[config.mk]
export PLATFORM = sky130hd
export DESIGN_NAME = irqc_capture_top
export DESIGN_NICKNAME = d
export VERILOG_FILES = /design/src/rtl/irqc_pkg.sv /design/src/rtl/irqc_sync.sv /design/src/rtl/irqc_src_cell.sv /design/src/rtl/irqc_lowest.sv /design/src/rtl/irqc_capture_top.sv
export SDC_FILE = /design/constraint.sdc
export NUM_CORES = 1
export LEC_CHECK = 0
export CORE_MARGIN = 2
export CORE_UTILIZATION = 50
export CTS_BUF_LIST = sky130_fd_sc_hd__clkbuf_8
export DETAILED_ROUTE_END_ITERATION = 8
export GPL_TIMING_DRIVEN = 0
export PLACE_DENSITY_LB_ADDON = 0.25
export SLEW_MARGIN = 20
export SYNTH_ARGS = -nofsm -noshare
export SYNTH_HDL_FRONTEND = slang
export SYNTH_SLANG_ARGS = --single-unit
export TNS_END_PERCENT = 30
[constraint.sdc]
create_clock -name clk -period 1.4 [get_ports clk]
set_clock_uncertainty 0.15 [all_clocks]
set_input_delay 0.28 -clock clk [delete_from_list [all_inputs] [get_ports clk]]
set_output_delay 0.28 -clock clk [all_outputs]
set_load 0.1 [all_outputs]
[src/rtl/irqc_pkg.sv]
package irqc_pkg;

  typedef enum logic {
    TRIG_LEGACY = 1'b0,
    TRIG_EDGE   = 1'b1
  } trig_style_e;

  // Event that sets the pending bit for one source.
  function automatic logic set_event(input trig_style_e style, input logic pol_fall,
                                     input logic rise, input logic fall);
    logic active_edge;
    active_edge = pol_fall ? fall : rise;
    return (style == TRIG_EDGE) ? active_edge : rise;
  endfunction

  // Event that takes back an unacknowledged request (legacy only).
  function automatic logic drop_event(input trig_style_e style, input logic fall);
    return (style == TRIG_LEGACY) && fall;
  endfunction

  function automatic logic next_pending(input logic pend, input logic set_evt,
                                        input logic drop_evt, input logic ack_hit);
    return set_evt | (pend & ~ack_hit & ~drop_evt);
  endfunction

  function automatic logic next_in_service(input logic insvc, input logic ack_hit,
                                           input logic eoi_hit);
    return ack_hit | (insvc & ~eoi_hit);
  endfunction

endpackage

[src/rtl/irqc_sync.sv]
module irqc_sync #(
  parameter int WIDTH  = 4,
  parameter int STAGES = 2
) (
  input  logic             clk,
  input  logic             rst_n,
  input  logic [WIDTH-1:0] async_in,
  output logic [WIDTH-1:0] sync_out
);

  logic [WIDTH-1:0] chain_q [STAGES];

  generate
    for (genvar s = 0; s < STAGES; s++) begin : g_stage
      if (s == 0) begin : g_first
        always_ff @(posedge clk or negedge rst_n) begin
          if (!rst_n) chain_q[s] <= '0;
          else        chain_q[s] <= async_in;
        end
      end else begin : g_next
        always_ff @(posedge clk or negedge rst_n) begin
          if (!rst_n) chain_q[s] <= '0;
          else        chain_q[s] <= chain_q[s-1];
        end
      end
    end
  endgenerate

  assign sync_out = chain_q[STAGES-1];

endmodule

[src/rtl/irqc_src_cell.sv]
module irqc_src_cell
  import irqc_pkg::*;
(
  input  logic clk,
  input  logic rst_n,
  input  logic line_s,
  input  logic style_edge,
  input  logic pol_fall,
  input  logic ack_hit,
  input  logic eoi_hit,
  output logic rise,
  output logic fall,
  output logic set_evt,
  output logic pend_q,
  output logic insvc_q
);

  logic        prev_q;
  logic        drop_evt;
  trig_style_e style;

  assign style = style_edge ? TRIG_EDGE : TRIG_LEGACY;

  always_ff @(posedge clk or negedge rst_n) begin
    if (!rst_n) prev_q <= 1'b0;
    else        prev_q <= line_s;
  end

  assign rise     = line_s & ~prev_q;
  assign fall     = ~line_s & prev_q;
  assign set_evt  = set_event(style, pol_fall, rise, fall);
  assign drop_evt = drop_event(style, fall);

  always_ff @(posedge clk or negedge rst_n) begin
    if (!rst_n) begin
      pend_q  <= 1'b0;
      insvc_q <= 1'b0;
    end else begin
      pend_q  <= next_pending(pend_q, set_evt, drop_evt, ack_hit);
      insvc_q <= next_in_service(insvc_q, ack_hit, eoi_hit);
    end
  end

endmodule

[src/rtl/irqc_lowest.sv]
module irqc_lowest #(
  parameter int N    = 4,
  parameter int ID_W = 2
) (
  input  logic [N-1:0]    req_vec,
  output logic            any,
  output logic [ID_W-1:0] idx
);

  always_comb begin
    idx = '0;
    for (int i = N - 1; i >= 0; i--) begin
      if (req_vec[i]) idx = ID_W'(i);
    end
  end

  assign any = |req_vec;

endmodule

[src/rtl/irqc_capture_top.sv]
module irqc_capture_top #(
  parameter int NUM_SRC     = 4,
  parameter int SYNC_STAGES = 2,
  localparam int ID_W       = (NUM_SRC > 1) ? $clog2(NUM_SRC) : 1
) (
  input  logic               clk,
  input  logic               rst_n,
  input  logic [NUM_SRC-1:0] req_in,
  input  logic [NUM_SRC-1:0] edge_mode,
  input  logic [NUM_SRC-1:0] fall_pol,
  input  logic               ack,
  input  logic               eoi,
  input  logic [ID_W-1:0]    eoi_sel,
  output logic               irq_out,
  output logic [ID_W-1:0]    irq_id
);

  logic [NUM_SRC-1:0] line_s;
  logic [NUM_SRC-1:0] rise_vec;
  logic [NUM_SRC-1:0] fall_vec;
  logic [NUM_SRC-1:0] set_vec;
  logic [NUM_SRC-1:0] pend_q;
  logic [NUM_SRC-1:0] insvc_q;
  logic [NUM_SRC-1:0] visible_vec;
  logic [NUM_SRC-1:0] ack_hit_vec;
  logic [NUM_SRC-1:0] eoi_hit_vec;

  irqc_sync #(.WIDTH(NUM_SRC), .STAGES(SYNC_STAGES)) u_sync (
    .clk      (clk),
    .rst_n    (rst_n),
    .async_in (req_in),
    .sync_out (line_s)
  );

  generate
    for (genvar i = 0; i < NUM_SRC; i++) begin : g_src
      assign ack_hit_vec[i] = ack & irq_out & (irq_id == ID_W'(i));
      assign eoi_hit_vec[i] = eoi & (eoi_sel == ID_W'(i));

      irqc_src_cell u_cell (
        .clk        (clk),
        .rst_n      (rst_n),
        .line_s     (line_s[i]),
        .style_edge (edge_mode[i]),
        .pol_fall   (fall_pol[i]),
        .ack_hit    (ack_hit_vec[i]),
        .eoi_hit    (eoi_hit_vec[i]),
        .rise       (rise_vec[i]),
        .fall       (fall_vec[i]),
        .set_evt    (set_vec[i]),
        .pend_q     (pend_q[i]),
        .insvc_q    (insvc_q[i])
      );
    end
  endgenerate

  assign visible_vec = pend_q & ~insvc_q;

  irqc_lowest #(.N(NUM_SRC), .ID_W(ID_W)) u_pick (
    .req_vec (visible_vec),
    .any     (irq_out),
    .idx     (irq_id)
  );

endmodule

== After elaboration in Yosys (flattened, before gate mapping) ==
Index checks and enable logic that the tools add are counted.

* Register bits after elaboration: 20
* Bits in latches: 0
* Memory bits (writable): 0
* ROM bits: 0
* Input bits: 18
* Output and inout port bits: 3
* Logic and storage cells: 106
* Memories kept: 0

* Add/sub/neg operators: 0
* Multipliers: 0
* Div/mod/pow operators: 0
* $lt $le $gt $ge: 0
* Eq/ne operators: 6
* Shifts and indexed selects: 0
* Multiplexer cells: 16
* Bitwise logic cells: 63
* Reductions and logical operators: 7

{| class="wikitable"
|+ Operator list
! kind !! count
|-
| $and 1x1->1 || 29
|-
| $not 1->1 || 24
|-
| $mux 1 || 12
|-
| $eq 2x2->1 const B || 4
|-
| $mux 2 || 4
|-
| $or 1x1->1 || 8
|-
| $and 4x4->4 || 1
|-
| $eq 2x1->1 const B || 2
|-
| $logic_and 1x1->1 || 4
|-
| $logic_not 2->1 || 2
|-
| $not 4->4 || 1
|-
| $reduce_or 4->1 || 1
|}

== Longest topological paths before layout ==
Gate-level depths: netlist (run 1).

* Depth in word-level cells: 12
* Mapped depth: 4

== Cells and area by module ==
From an unflattened synthesis (run 1), not the netlist that was laid out.

* Cells, all modules: 91
* Area total of the unflattened synthesis: 1,032.2 um2

{| class="wikitable"
|+ By module, submodules not included
! module !! times used !! cells each !! area an instance (um2)
|-
| irqc_src_cell || 4 || 15 || 166.4
|-
| irqc_sync || 1 || 12 || 230.2
|-
| irqc_capture_top || 1 || 12 || 101.3
|-
| irqc_lowest || 1 || 7 || 35.0
|}

== Worst setup path after synthesis (run 1) ==
No wires, ideal clock.

* Kind: reg2out
* Start: register g_src[2].u_cell.insvc_q
* End: output port irq_id[1]
* Arrival: 2.718 ns
* Path slack: -1.748 ns
* Cell stages (with the launch flop): 4
* Path through: dfrtp_1 > nor2b_4 > a21oi_1 > nor3_1

* Longest elaborated chain between the ends: 5

{| class="wikitable"
|+ Ends and longest elaborated chain
! item !! line !! RTL
|-
| start: declaration || irqc_src_cell.sv:15 || <nowiki>output logic insvc_q</nowiki>
|-
| start signal: assignment || irqc_src_cell.sv:40 || <nowiki>insvc_q <= next_in_service(insvc_q, ack_hit, eoi_hit);</nowiki>
|-
| $not 4->4 || irqc_capture_top.sv:57 || <nowiki>assign visible_vec = pend_q & ~insvc_q;</nowiki>
|-
| $and 4x4->4 || irqc_capture_top.sv:57 ||
|-
| $mux 2 (3 in a row) || irqc_lowest.sv:13 || <nowiki>if (req_vec[i]) idx = ID_W'(i);</nowiki>
|-
| end: declaration || irqc_capture_top.sv:15 || <nowiki>output logic [ID_W-1:0] irq_id</nowiki>
|}

No other way between the ends.

== Worst setup path after layout (run 1) ==
* Start: register g_src[2].u_cell.pend_q
* End: output port irq_id[0]

* Longest elaborated chain between the ends: 4

{| class="wikitable"
|+ Ends and longest elaborated chain
! item !! line !! RTL
|-
| start: declaration || irqc_src_cell.sv:14 || <nowiki>output logic pend_q,</nowiki>
|-
| start signal: assignment || irqc_src_cell.sv:39 || <nowiki>pend_q <= next_pending(pend_q, set_evt, drop_evt, ack_hit);</nowiki>
|-
| $and 4x4->4 || irqc_capture_top.sv:57 ||
|-
| $mux 2 (3 in a row) || irqc_lowest.sv:13 ||
|}

No other way between the ends.

==> metrics.log, run 1 <==
[metrics] via/cell ratio: around 5.7
[metrics] path category of the worst min-delay check: flop to flop
[metrics] launch point of the worst reg-to-reg path: g_src[2].u_cell.pend_q$_DFF_PN0_
[metrics] grt total ovfl: 0
[metrics] buffer cell driving the clock tree root: sky130_fd_sc_hd__clkbuf_8
[metrics] WP data arrival: ~1.4 ns
[metrics] total of endpoints with negative setup slack in the final report: 3
[metrics] I/O pins: 21
[metrics] worst skew pair latency: roughly 0.25 ns
[metrics] setup slack after placement: -1.02 ns
[metrics] number of nets with antenna violations after routing: 0
[metrics] Post-Syn Area: around 870 µm²
[metrics] Iteration-0 DRC Markers: 9
[metrics] Slew Limit Fails: 0
[metrics] worst setup slack after layout: -0.384 ns
[metrics] global-route usage over all layers: 0.194
[metrics] residual DRC count: 0
[metrics] Core Box Area: roughly 1700 µm²
[metrics] detailed-placement wirelength estimate: about 1200 µm
[metrics] compound-cell area share of the yosys netlist: 0.191
[metrics] cell row count: 15
[metrics] initial core utilization: 0.517
[metrics] share of synthesized area spent on multiplexers: 0
[metrics] Inserted Clock Buffers: 3
[metrics] Slew @ Worst Pin: around 0.9 ns
[metrics] number of global-route vias before repair: between 600 and 700
[metrics] syn avg cell area: around 12 µm²
[metrics] global placement routability congestion: 0.857
[metrics] pin count of the biggest net entering global routing: 21
[metrics] final critical delay including setup and external delays: between 1.5 and 2 ns
[metrics] dpl cell area: approximately 1100 µm²
[metrics] worst ir drop on vdd: about 1.5 mV
[metrics] largest stage delay on the critical path: ~0.4 ns
[metrics] wire length of the first global-routing pass: ~2800 µm
[metrics] DRT Pass-1 Iters: 4
[metrics] antenna violations before repair: 0
[metrics] cell with the largest stage delay on the worst path: sky130_fd_sc_hd__dfrtp_1
[metrics] XOR/XNOR Fraction of Synth Area: 0
[metrics] met1 usage: 0.215
[metrics] share of synthesized area occupied by flip-flops and latches: 0.573
[metrics] start point of the worst hold path: u_sync.chain_q[5]$_DFF_PN0_
[metrics] buffers from clock root to sink, at most: 2
[metrics] final antenna diode count: 0
[metrics] Setup crit start: g_src[2].u_cell.pend_q$_DFF_PN0_
[metrics] routed vias: about 660
[metrics] Final Routed Wirelength: between 1500 and 2000 µm
[metrics] Hold-fix buffers, CTS: 0
[metrics] worst path buffer plus inverter count: 1
[metrics] Final Net Count: 117
[metrics] CP top delay family: flip-flops
[metrics] max_slew headroom: 0.413
[metrics] final worst path period share: 1.27
[metrics] critical path peak fanout: 3
[metrics] kind of capture point of the worst setup path: output port
[metrics] global routing usage on met3: 0.0556
[metrics] failing checks: negative setup slack
[metrics] area of all placed cells without fillers: between 1000 and 1500 µm²
[metrics] Unique masters post-synth: 23
[metrics] clock-pin slew on the worst setup and hold paths: 0.07 ns
[metrics] dominant combinational cell family by area after synthesis: simple AND/OR/NAND/NOR gates
[metrics] count of yosys warnings during synthesis: 0
[metrics] Global Route met2 Usage: 0.344
[metrics] post-synthesis simple-gate area fraction: 0.202
[metrics] routing layer with the top usage in global route: met2
[metrics] Routed wire per std cell: around 14 µm
[metrics] leakage power summed over all cells: approximately 0.54 nW
[metrics] Fin. Hold Viols: 0
[metrics] crit path launch type: flop
[metrics] Post-Syn Instances: 70
[metrics] run status: finished with violations
[metrics] post-synthesis net count: 88
[metrics] CP Class: flop to output port
[metrics] flip-flop and latch count after synthesis: 20
[metrics] RSZ-0062 raised after global routing: yes
[metrics] layout overhead on the synthesized area: 44.1%
[metrics] die span in x: 45.8 µm
[metrics] PD cells: 2050 nW/µm²
[metrics] die area: 2100 µm²
[metrics] TritonCTS clock tree: built
[metrics] layout cells sized above 1: 0.265
[metrics] number of buffers added on ports: 20
[metrics] PnR Total Power: roughly 2.6 mW
[metrics] synthesized-area fraction occupied by adder cells: 0
[metrics] deepest level of the CTS H-tree: 1
[metrics] cell chain of the critical path: nor2b_4 -> nand3b_4 -> a21oi_4 -> buf_12
[metrics] vertical die dimension: between 40 and 50 µm
[metrics] maximum frequency from static timing analysis: around 560 MHz
[metrics] max-cap violations: 0
[metrics] Worst Path Required: 0.97 ns
[metrics] Clock Sinks: 20
[area by class of cell]
| cell class | count | area, µm² |
|---|---|---|
| Sequential cell | 20 | 500 |
| Tap cell | 17 | 21.3 |
| Clock buffer | 4 | 55.1 |
| Timing Repair Buffer | 24 | 258 |
| Inverter | 5 | 18.8 |
| Fill cell | 110 | 430 |
| Buffer | 1 | 11.3 |
| Multi-Input combinational cell | 44 | 394 |
[sequential cells by signal, summed over array words and instances, names as in the netlist]
| register | flops |
|---|---|
| g_src.u_cell.insvc_q | 4 |
| g_src.u_cell.pend_q | 4 |
| g_src.u_cell.prev_q | 4 |
| u_sync.chain_q | 4 |
| u_sync.sync_out | 4 |
[power by group]
| group | internal (mW) | total, mW | switching, mW |
|---|---|---|---|
| clock | 0.250 | 0.426 | 0.176 |
| sequential | 0.681 | 0.804 | 0.122 |
| combinational | 0.568 | 1.35 | 0.784 |
[path summary, 6_finish.rpt]
| path | to | slack (ns) | depth (start not counted) |
|---|---|---|---|
| max reg2reg | g_src[3].u_cell.pend_q$_DFF_PN0_ | 0.04 | 4 |
| max | irq_id[0] | -0.38 | 4 |
| min | u_sync.sync_out[1]$_DFF_PN0_ | 0.20 | 0 |
| min in group asynchronous | g_src[0].u_cell.prev_q$_DFF_PN0_ | 0.37 | 1 |
| min reg2reg | u_sync.sync_out[1]$_DFF_PN0_ | 0.20 | 0 |
| max in group asynchronous | g_src[3].u_cell.prev_q$_DFF_PN0_ | 0.19 | 1 |
[timing repair]
item / 4_1_cts / 5_1_grt
setup endpoints to repair: 4 / 5
buffers inserted: 2 / 2
pin swaps: 1 / 1
gates resized for setup: 30 / 1
[cells in the mapped netlist]
master                     number  area, µm²
sky130_fd_sc_hd__a21oi_1        7       35.0
sky130_fd_sc_hd__a22oi_1        4       30.0
sky130_fd_sc_hd__a31oi_1        1       6.26
sky130_fd_sc_hd__a41oi_1        2       17.5
sky130_fd_sc_hd__buf_6          1       11.3
sky130_fd_sc_hd__dfrtp_1       20        500
sky130_fd_sc_hd__inv_1          5       18.8
sky130_fd_sc_hd__nand2_1        4       15.0
sky130_fd_sc_hd__nand2b_1       2       12.5
sky130_fd_sc_hd__nand2b_2       1       8.76
sky130_fd_sc_hd__nand3_1        2       10.0
sky130_fd_sc_hd__nand3b_1       2       15.0
sky130_fd_sc_hd__nand3b_4       1       20.0
sky130_fd_sc_hd__nor2b_1        3       18.8
sky130_fd_sc_hd__nor2b_4        2       27.5
sky130_fd_sc_hd__nor3_1         1       5.00
sky130_fd_sc_hd__nor3b_1        2       15.0
sky130_fd_sc_hd__nor4_4         1       21.3
sky130_fd_sc_hd__o21ai_0        3       15.0
sky130_fd_sc_hd__o221ai_2       1       15.0
sky130_fd_sc_hd__o31ai_1        2       15.0
sky130_fd_sc_hd__o41ai_2        2       32.5
sky130_fd_sc_hd__or2b_1         1       7.51
[through the flow]
stage                      util  hold slack, ns  setup TNS (ns)  instances
final                     0.745           0.200           -1.01        115
after global routing      0.745           0.207           -1.13        115
after floorplan               -          -0.166           -1.11         70
after global placement    0.669           0.183           -6.74        107
after detailed placement  0.669           0.187           -7.09        107
after CTS                 0.735           0.203          -0.979        113
[per-layer routing]
layer	vias up	wire (µm)
li1	315	-
met1	320	684
met2	18	890
met3	2	73
met4	0	13
met5	-	0
[cell usage in the layout (no fill, tap or decap)]
cell / n
sky130_fd_sc_hd__a21oi_1: 5
sky130_fd_sc_hd__a21oi_4: 2
sky130_fd_sc_hd__a22oi_1: 4
sky130_fd_sc_hd__a31oi_1: 1
sky130_fd_sc_hd__a41oi_1: 2
sky130_fd_sc_hd__buf_12: 2
sky130_fd_sc_hd__buf_4: 4
sky130_fd_sc_hd__buf_6: 1
sky130_fd_sc_hd__buf_8: 1
sky130_fd_sc_hd__clkbuf_8: 4
sky130_fd_sc_hd__clkdlybuf4s50_1: 16
sky130_fd_sc_hd__dfrtp_1: 20
sky130_fd_sc_hd__dlymetal6s2s_1: 1
sky130_fd_sc_hd__inv_1: 4
sky130_fd_sc_hd__inv_2: 1
sky130_fd_sc_hd__nand2_1: 4
sky130_fd_sc_hd__nand2b_1: 2
sky130_fd_sc_hd__nand2b_4: 1
sky130_fd_sc_hd__nand3_1: 1
sky130_fd_sc_hd__nand3_2: 1
sky130_fd_sc_hd__nand3b_1: 2
sky130_fd_sc_hd__nand3b_4: 1
sky130_fd_sc_hd__nor2b_1: 2
sky130_fd_sc_hd__nor2b_4: 3
sky130_fd_sc_hd__nor3_4: 1
sky130_fd_sc_hd__nor3b_1: 2
sky130_fd_sc_hd__nor4_4: 1
sky130_fd_sc_hd__o21ai_0: 3
sky130_fd_sc_hd__o221ai_2: 1
sky130_fd_sc_hd__o31ai_1: 2
sky130_fd_sc_hd__o41ai_2: 2
sky130_fd_sc_hd__or2b_1: 1
[cell families (layout without fill, tap and decap cells)]
| kind of cell | count (synthesis) | after routing |
|---|---|---|
| compound gates | 22 | 22 |
| buf+inv | 6 | 34 |
| flops | 20 | 20 |
| simple gates | 22 | 22 |
Note: power is estimated with default switching activity, not from simulation.
==> inputs of run 2 (changes only) <==
Settings changed: ABC_AREA set to 1, CORE_UTILIZATION 50 to 40.
==> run 2 against run 1 <==
The flow finishes with violations (negative hold slack, negative setup slack). Via count is 3.5% higher. Maximum frequency is 7.3% higher. Utilization is 12 points lower. Die area is 18% higher. Combinational power is 6% lower. Clock-buffer cell count is 1 lower. Worst setup slack better by 0.12 ns. Register-to-register slack better by 0.27 ns. First-iteration DRC count is 67% lower. Non-clock buffer count is 4 lower. Critical path depth stayed put. Worst hold slack worse by 0.22 ns. Critical path type unchanged.
==> metrics.log, run 2 <==
[metrics] max_slew headroom: 0.414 (was 0.413)
[metrics] max-cap violations: 0 (unchanged)
[metrics] dpl cells: 143 (was 107)
[metrics] count of yosys warnings during synthesis: 0 (unchanged)
[metrics] Inserted Clock Buffers: 3 (unchanged)
[metrics] final antenna diode count: 0 (unchanged)
[metrics] layout cells sized above 1: 0.174 (was 0.265)
[metrics] Iteration-0 DRC Markers: 3 (was 9)
[metrics] WP data arrival: 1.23 ns (was 1.35 ns)
[metrics] leading cell type in the layout, fill and taps excluded: sky130_fd_sc_hd__nand2_1 (was sky130_fd_sc_hd__dfrtp_1)
[metrics] Post-Syn Instances: 96 (was 70)
[metrics] global placement routability congestion: 0.768 (was 0.857)
[metrics] cell chain of the critical path: nor2_2 -> nand2_2 -> a21boi_4 -> buf_12 (was nor2b_4 -> nand3b_4 -> a21oi_4 -> buf_12)
[metrics] global-route usage over all layers: 0.138 (was 0.194)
[metrics] leakage power summed over all cells: 0.621 nW (was 0.544 nW)
[metrics] TritonCTS clock tree: built (unchanged)
[metrics] Core Box Area: 1960 µm² (was 1690 µm²)
[metrics] initial core utilization: 0.425 (was 0.517)
[metrics] final std cells w/o fill: 148 (was 115)
[metrics] buffer cell driving the clock tree root: sky130_fd_sc_hd__clkbuf_8 (unchanged)
[metrics] die area: 2470 µm² (was 2100 µm²)
[metrics] flip-flop cell with the highest count after synthesis: sky130_fd_sc_hd__dfrtp_1 (unchanged)
[metrics] antenna violations before repair: 0 (unchanged)
[metrics] kind of capture point of the worst setup path: output port (unchanged)
[metrics] dominant cell by count in the synthesized netlist: sky130_fd_sc_hd__nand2_1 (was sky130_fd_sc_hd__dfrtp_1)
[metrics] cell row count: 16 (was 15)
[metrics] path category of the worst min-delay check: input port to asynchronous set/reset pin (was flop to flop)
[metrics] DRT Pass-1 Iters: 3 (was 4)
[metrics] pin count of the biggest net entering global routing: 21 (unchanged)
[metrics] number of nets with antenna violations after routing: 0 (unchanged)
[metrics] maximum frequency from static timing analysis: 601 MHz (was 561 MHz)
[metrics] vertical die dimension: 49.7 µm (was 45.8 µm)
[metrics] Slew @ Worst Pin: 0.878 ns (about the same)
[metrics] Routed wire per std cell: 9.83 µm (was 14.5 µm)
[metrics] clock-pin slew on the worst setup and hold paths: 0.07 ns (about the same)
[metrics] Final Hold Slack: -0.0189 ns (was 0.200 ns)
[metrics] detailed-placement wirelength estimate: 1120 µm (was 1180 µm)
[metrics] deepest level of the CTS H-tree: 1 (unchanged)
[metrics] I/O pins: 21 (unchanged)
[metrics] number of buffers added on ports: 20 (unchanged)
[metrics] Final Net Count: 140 (was 117)
[metrics] Fin. Hold Viols: 20 (was 0)
[metrics] share of synthesized area occupied by flip-flops and latches: 0.600 (was 0.573)
[metrics] layout overhead on the synthesized area: 46.2% (was 44.1%)
[metrics] asr flop ratio synth: 1.00 (unchanged)
[metrics] critical path peak fanout: 3 (unchanged)
[metrics] number of enable flip-flop cells after synthesis: 0 (unchanged)
[metrics] CP top delay family: flip-flops (unchanged)
[metrics] die span in x: 49.7 µm (was 45.8 µm)
[metrics] final worst path period share: 1.19 (was 1.27)
[metrics] Unique masters post-synth: 14 (was 23)
[metrics] via/cell ratio: 4.58 (was 5.70)
[metrics] final critical delay including setup and external delays: 1.66 ns (was 1.78 ns)
[metrics] cell with the largest stage delay on the worst path: sky130_fd_sc_hd__dfrtp_1 (unchanged)
[metrics] flip-flop and latch count after synthesis: 20 (unchanged)
[metrics] worst path buffer plus inverter count: 1 (unchanged)
[metrics] Clock Sinks: 20 (unchanged)
[metrics] area fraction of the dominant cell type after synthesis: 0.600 (was 0.573)
[metrics] CP Class: flop to output port (unchanged)
[metrics] launch point of the worst reg-to-reg path: g_src[0].u_cell.pend_q$_DFF_PN0_ (was g_src[2].u_cell.pend_q$_DFF_PN0_)
[metrics] sum of negative setup slack: -0.694 ns (was -1.01 ns)
[metrics] crit path launch type: flop (unchanged)
[metrics] number of global-route vias before repair: 646 (was 654)
[metrics] wire length of the first global-routing pass: 2530 µm (was 2760 µm)
[metrics] PD cells: 2130 nW/µm² (was 2050 nW/µm²)
[metrics] largest stage delay on the critical path: 0.42 ns (was 0.40 ns)
[metrics] post-synth top area cell: sky130_fd_sc_hd__dfrtp_1 (unchanged)
[metrics] synth cell count leaders: sky130_fd_sc_hd__nand2_1, sky130_fd_sc_hd__dfrtp_1, sky130_fd_sc_hd__inv_1 (was sky130_fd_sc_hd__dfrtp_1, sky130_fd_sc_hd__a21oi_1, sky130_fd_sc_hd__inv_1)
[metrics] Final Util: 0.622 (was 0.745)
[metrics] buffers from clock root to sink, at most: 2 (unchanged)
[metrics] post-synthesis net count: 114 (was 88)
[metrics] grt total ovfl: 0 (unchanged)
[metrics] syn avg cell area: 8.69 µm² (was 12.5 µm²)
[metrics] Hold-fix buffers, CTS: 0 (unchanged)
[metrics] run status: finished with violations (unchanged)
[metrics] largest cells by area after synthesis: sky130_fd_sc_hd__dfrtp_1, sky130_fd_sc_hd__nand2_1, sky130_fd_sc_hd__inv_1 (was sky130_fd_sc_hd__dfrtp_1, sky130_fd_sc_hd__a21oi_1, sky130_fd_sc_hd__o41ai_2)
[metrics] Post-Syn Area: 835 µm² (was 873 µm²)
[metrics] slack of the worst reg-to-reg path: 0.31 ns (was 0.04 ns)
[metrics] worst skew pair latency: 0.25 ns (about the same)
[metrics] total of endpoints with negative setup slack in the final report: 3 (unchanged)
[metrics] worst setup slack after layout: -0.263 ns (was -0.384 ns)
[metrics] most frequent cells in the layout: sky130_fd_sc_hd__nand2_1, sky130_fd_sc_hd__dfrtp_1, sky130_fd_sc_hd__inv_1, sky130_fd_sc_hd__clkdlybuf4s50_1, sky130_fd_sc_hd__o21ai_0 (was sky130_fd_sc_hd__dfrtp_1, sky130_fd_sc_hd__clkdlybuf4s50_1, sky130_fd_sc_hd__a21oi_1)
[metrics] failing checks: negative hold slack, negative setup slack (was negative setup slack)
[metrics] worst reg-to-reg path cell count: 4 (unchanged)
[metrics] routed vias: 678 (was 655)
[metrics] Final Routed Wirelength: 1460 µm (was 1660 µm)
[metrics] Slew Limit Fails: 0 (unchanged)
[metrics] worst ir drop on vdd: 1.54 mV (was 1.49 mV)
[metrics] Worst Path Required: 0.97 ns (about the same)
[metrics] residual DRC count: 0 (unchanged)
[metrics] RSZ-0062 raised after global routing: yes (unchanged)
[metrics] Worst R2R End: g_src[1].u_cell.pend_q$_DFF_PN0_ (was g_src[3].u_cell.pend_q$_DFF_PN0_)
run 2: changes by cell type after synthesis, moves of 3 or more:
cell / change
sky130_fd_sc_hd__a22oi_1: -4
sky130_fd_sc_hd__nor2_1: +7
sky130_fd_sc_hd__nand2_1: +22
sky130_fd_sc_hd__nand3_1: +5
sky130_fd_sc_hd__inv_1: +13
sky130_fd_sc_hd__nor2b_1: -3
sky130_fd_sc_hd__a21oi_1: -7
sky130_fd_sc_hd__o21ai_0: +5
run 2: worst reg2reg max path: stages (launching register included):
cell,delay (ns)
sky130_fd_sc_hd__dfrtp_1,0.41
sky130_fd_sc_hd__nand2_2,0.14
sky130_fd_sc_hd__nand3_1,0.12
sky130_fd_sc_hd__nand3_1,0.08
sky130_fd_sc_hd__nand3_1,0.07
run 2: timing repair:
item	CTS	global route
endpoints found under the setup margin	3	23
pin swaps	0	3
buffers inserted	0	1
gates cloned	0	0
resized for setup	28	7
endpoints found under the hold margin	0	0
run 2: worst max path at each step:
stage / startpoint / to / slack (ns) / cells after the start
2_1_floorplan: g_src[3].u_cell.pend_q$_DFF_PN0_ / irq_id[0] / -0.18 / 4
3_3_place_gp: g_src[2].u_cell.insvc_q$_DFF_PN0_ / irq_id[1] / -0.93 / 6
3_5_place_dp: g_src[2].u_cell.insvc_q$_DFF_PN0_ / irq_id[1] / -0.94 / 6
4_1_cts: g_src[2].u_cell.insvc_q$_DFF_PN0_ / irq_id[1] / -0.29 / 6
5_1_grt: g_src[2].u_cell.insvc_q$_DFF_PN0_ / irq_id[1] / -0.33 / 6
6_report: g_src[3].u_cell.insvc_q$_DFF_PN0_ / irq_id[0] / -0.26 / 4
run 2: layout make-up:
cell class                 count  area [µm²]
multi-input combinational     58         307
timing repair buffer          21         240
clock buffer                   3        41.3
sequential                    20         500
clock inverter                 1        30.0
tap                           27        33.8
fill                         178         742
inverter                      18        67.6
run 2: where the power goes:
group	switching [mW]	total (mW)	internal [mW]
Clock	0.180	0.561	0.381
Sequential	0.0797	0.770	0.690
Combinational	0.801	1.27	0.465
run 2: per-stage QoR:
| step | hold WS (ns) | worst slack (ns) | total power [mW] | cell area [µm²] |
|---|---|---|---|---|
| after global placement | 0.182 | -0.929 | 1.81 | 1090 |
| after global routing | 0.0617 | -0.332 | 2.75 | 1220 |
| after detailed placement | 0.188 | -0.939 | 1.84 | 1090 |
| after CTS | 0.204 | -0.291 | 2.58 | 1200 |
| after floorplan | -0.166 | -0.185 | 1.61 | 861 |
| final | -0.0189 | -0.263 | 2.60 | 1220 |
run 2: routing by layer:
layer  up-vias  global-route usage  part of all wire
met2        16               0.233              0.47
met5         -                   0                 0
met4         0              0.0833             0.019
li1        350                   -                 -
met3         4              0.0333             0.047
met1       308               0.155              0.46
run 2: cells by family after synthesis:
kind of cell           share of synthesized area
and+or+nand+nor                            0.240
DFF                                        0.600
buffers and inverters                     0.0810
AOI/OAI and AO/OA                         0.0795
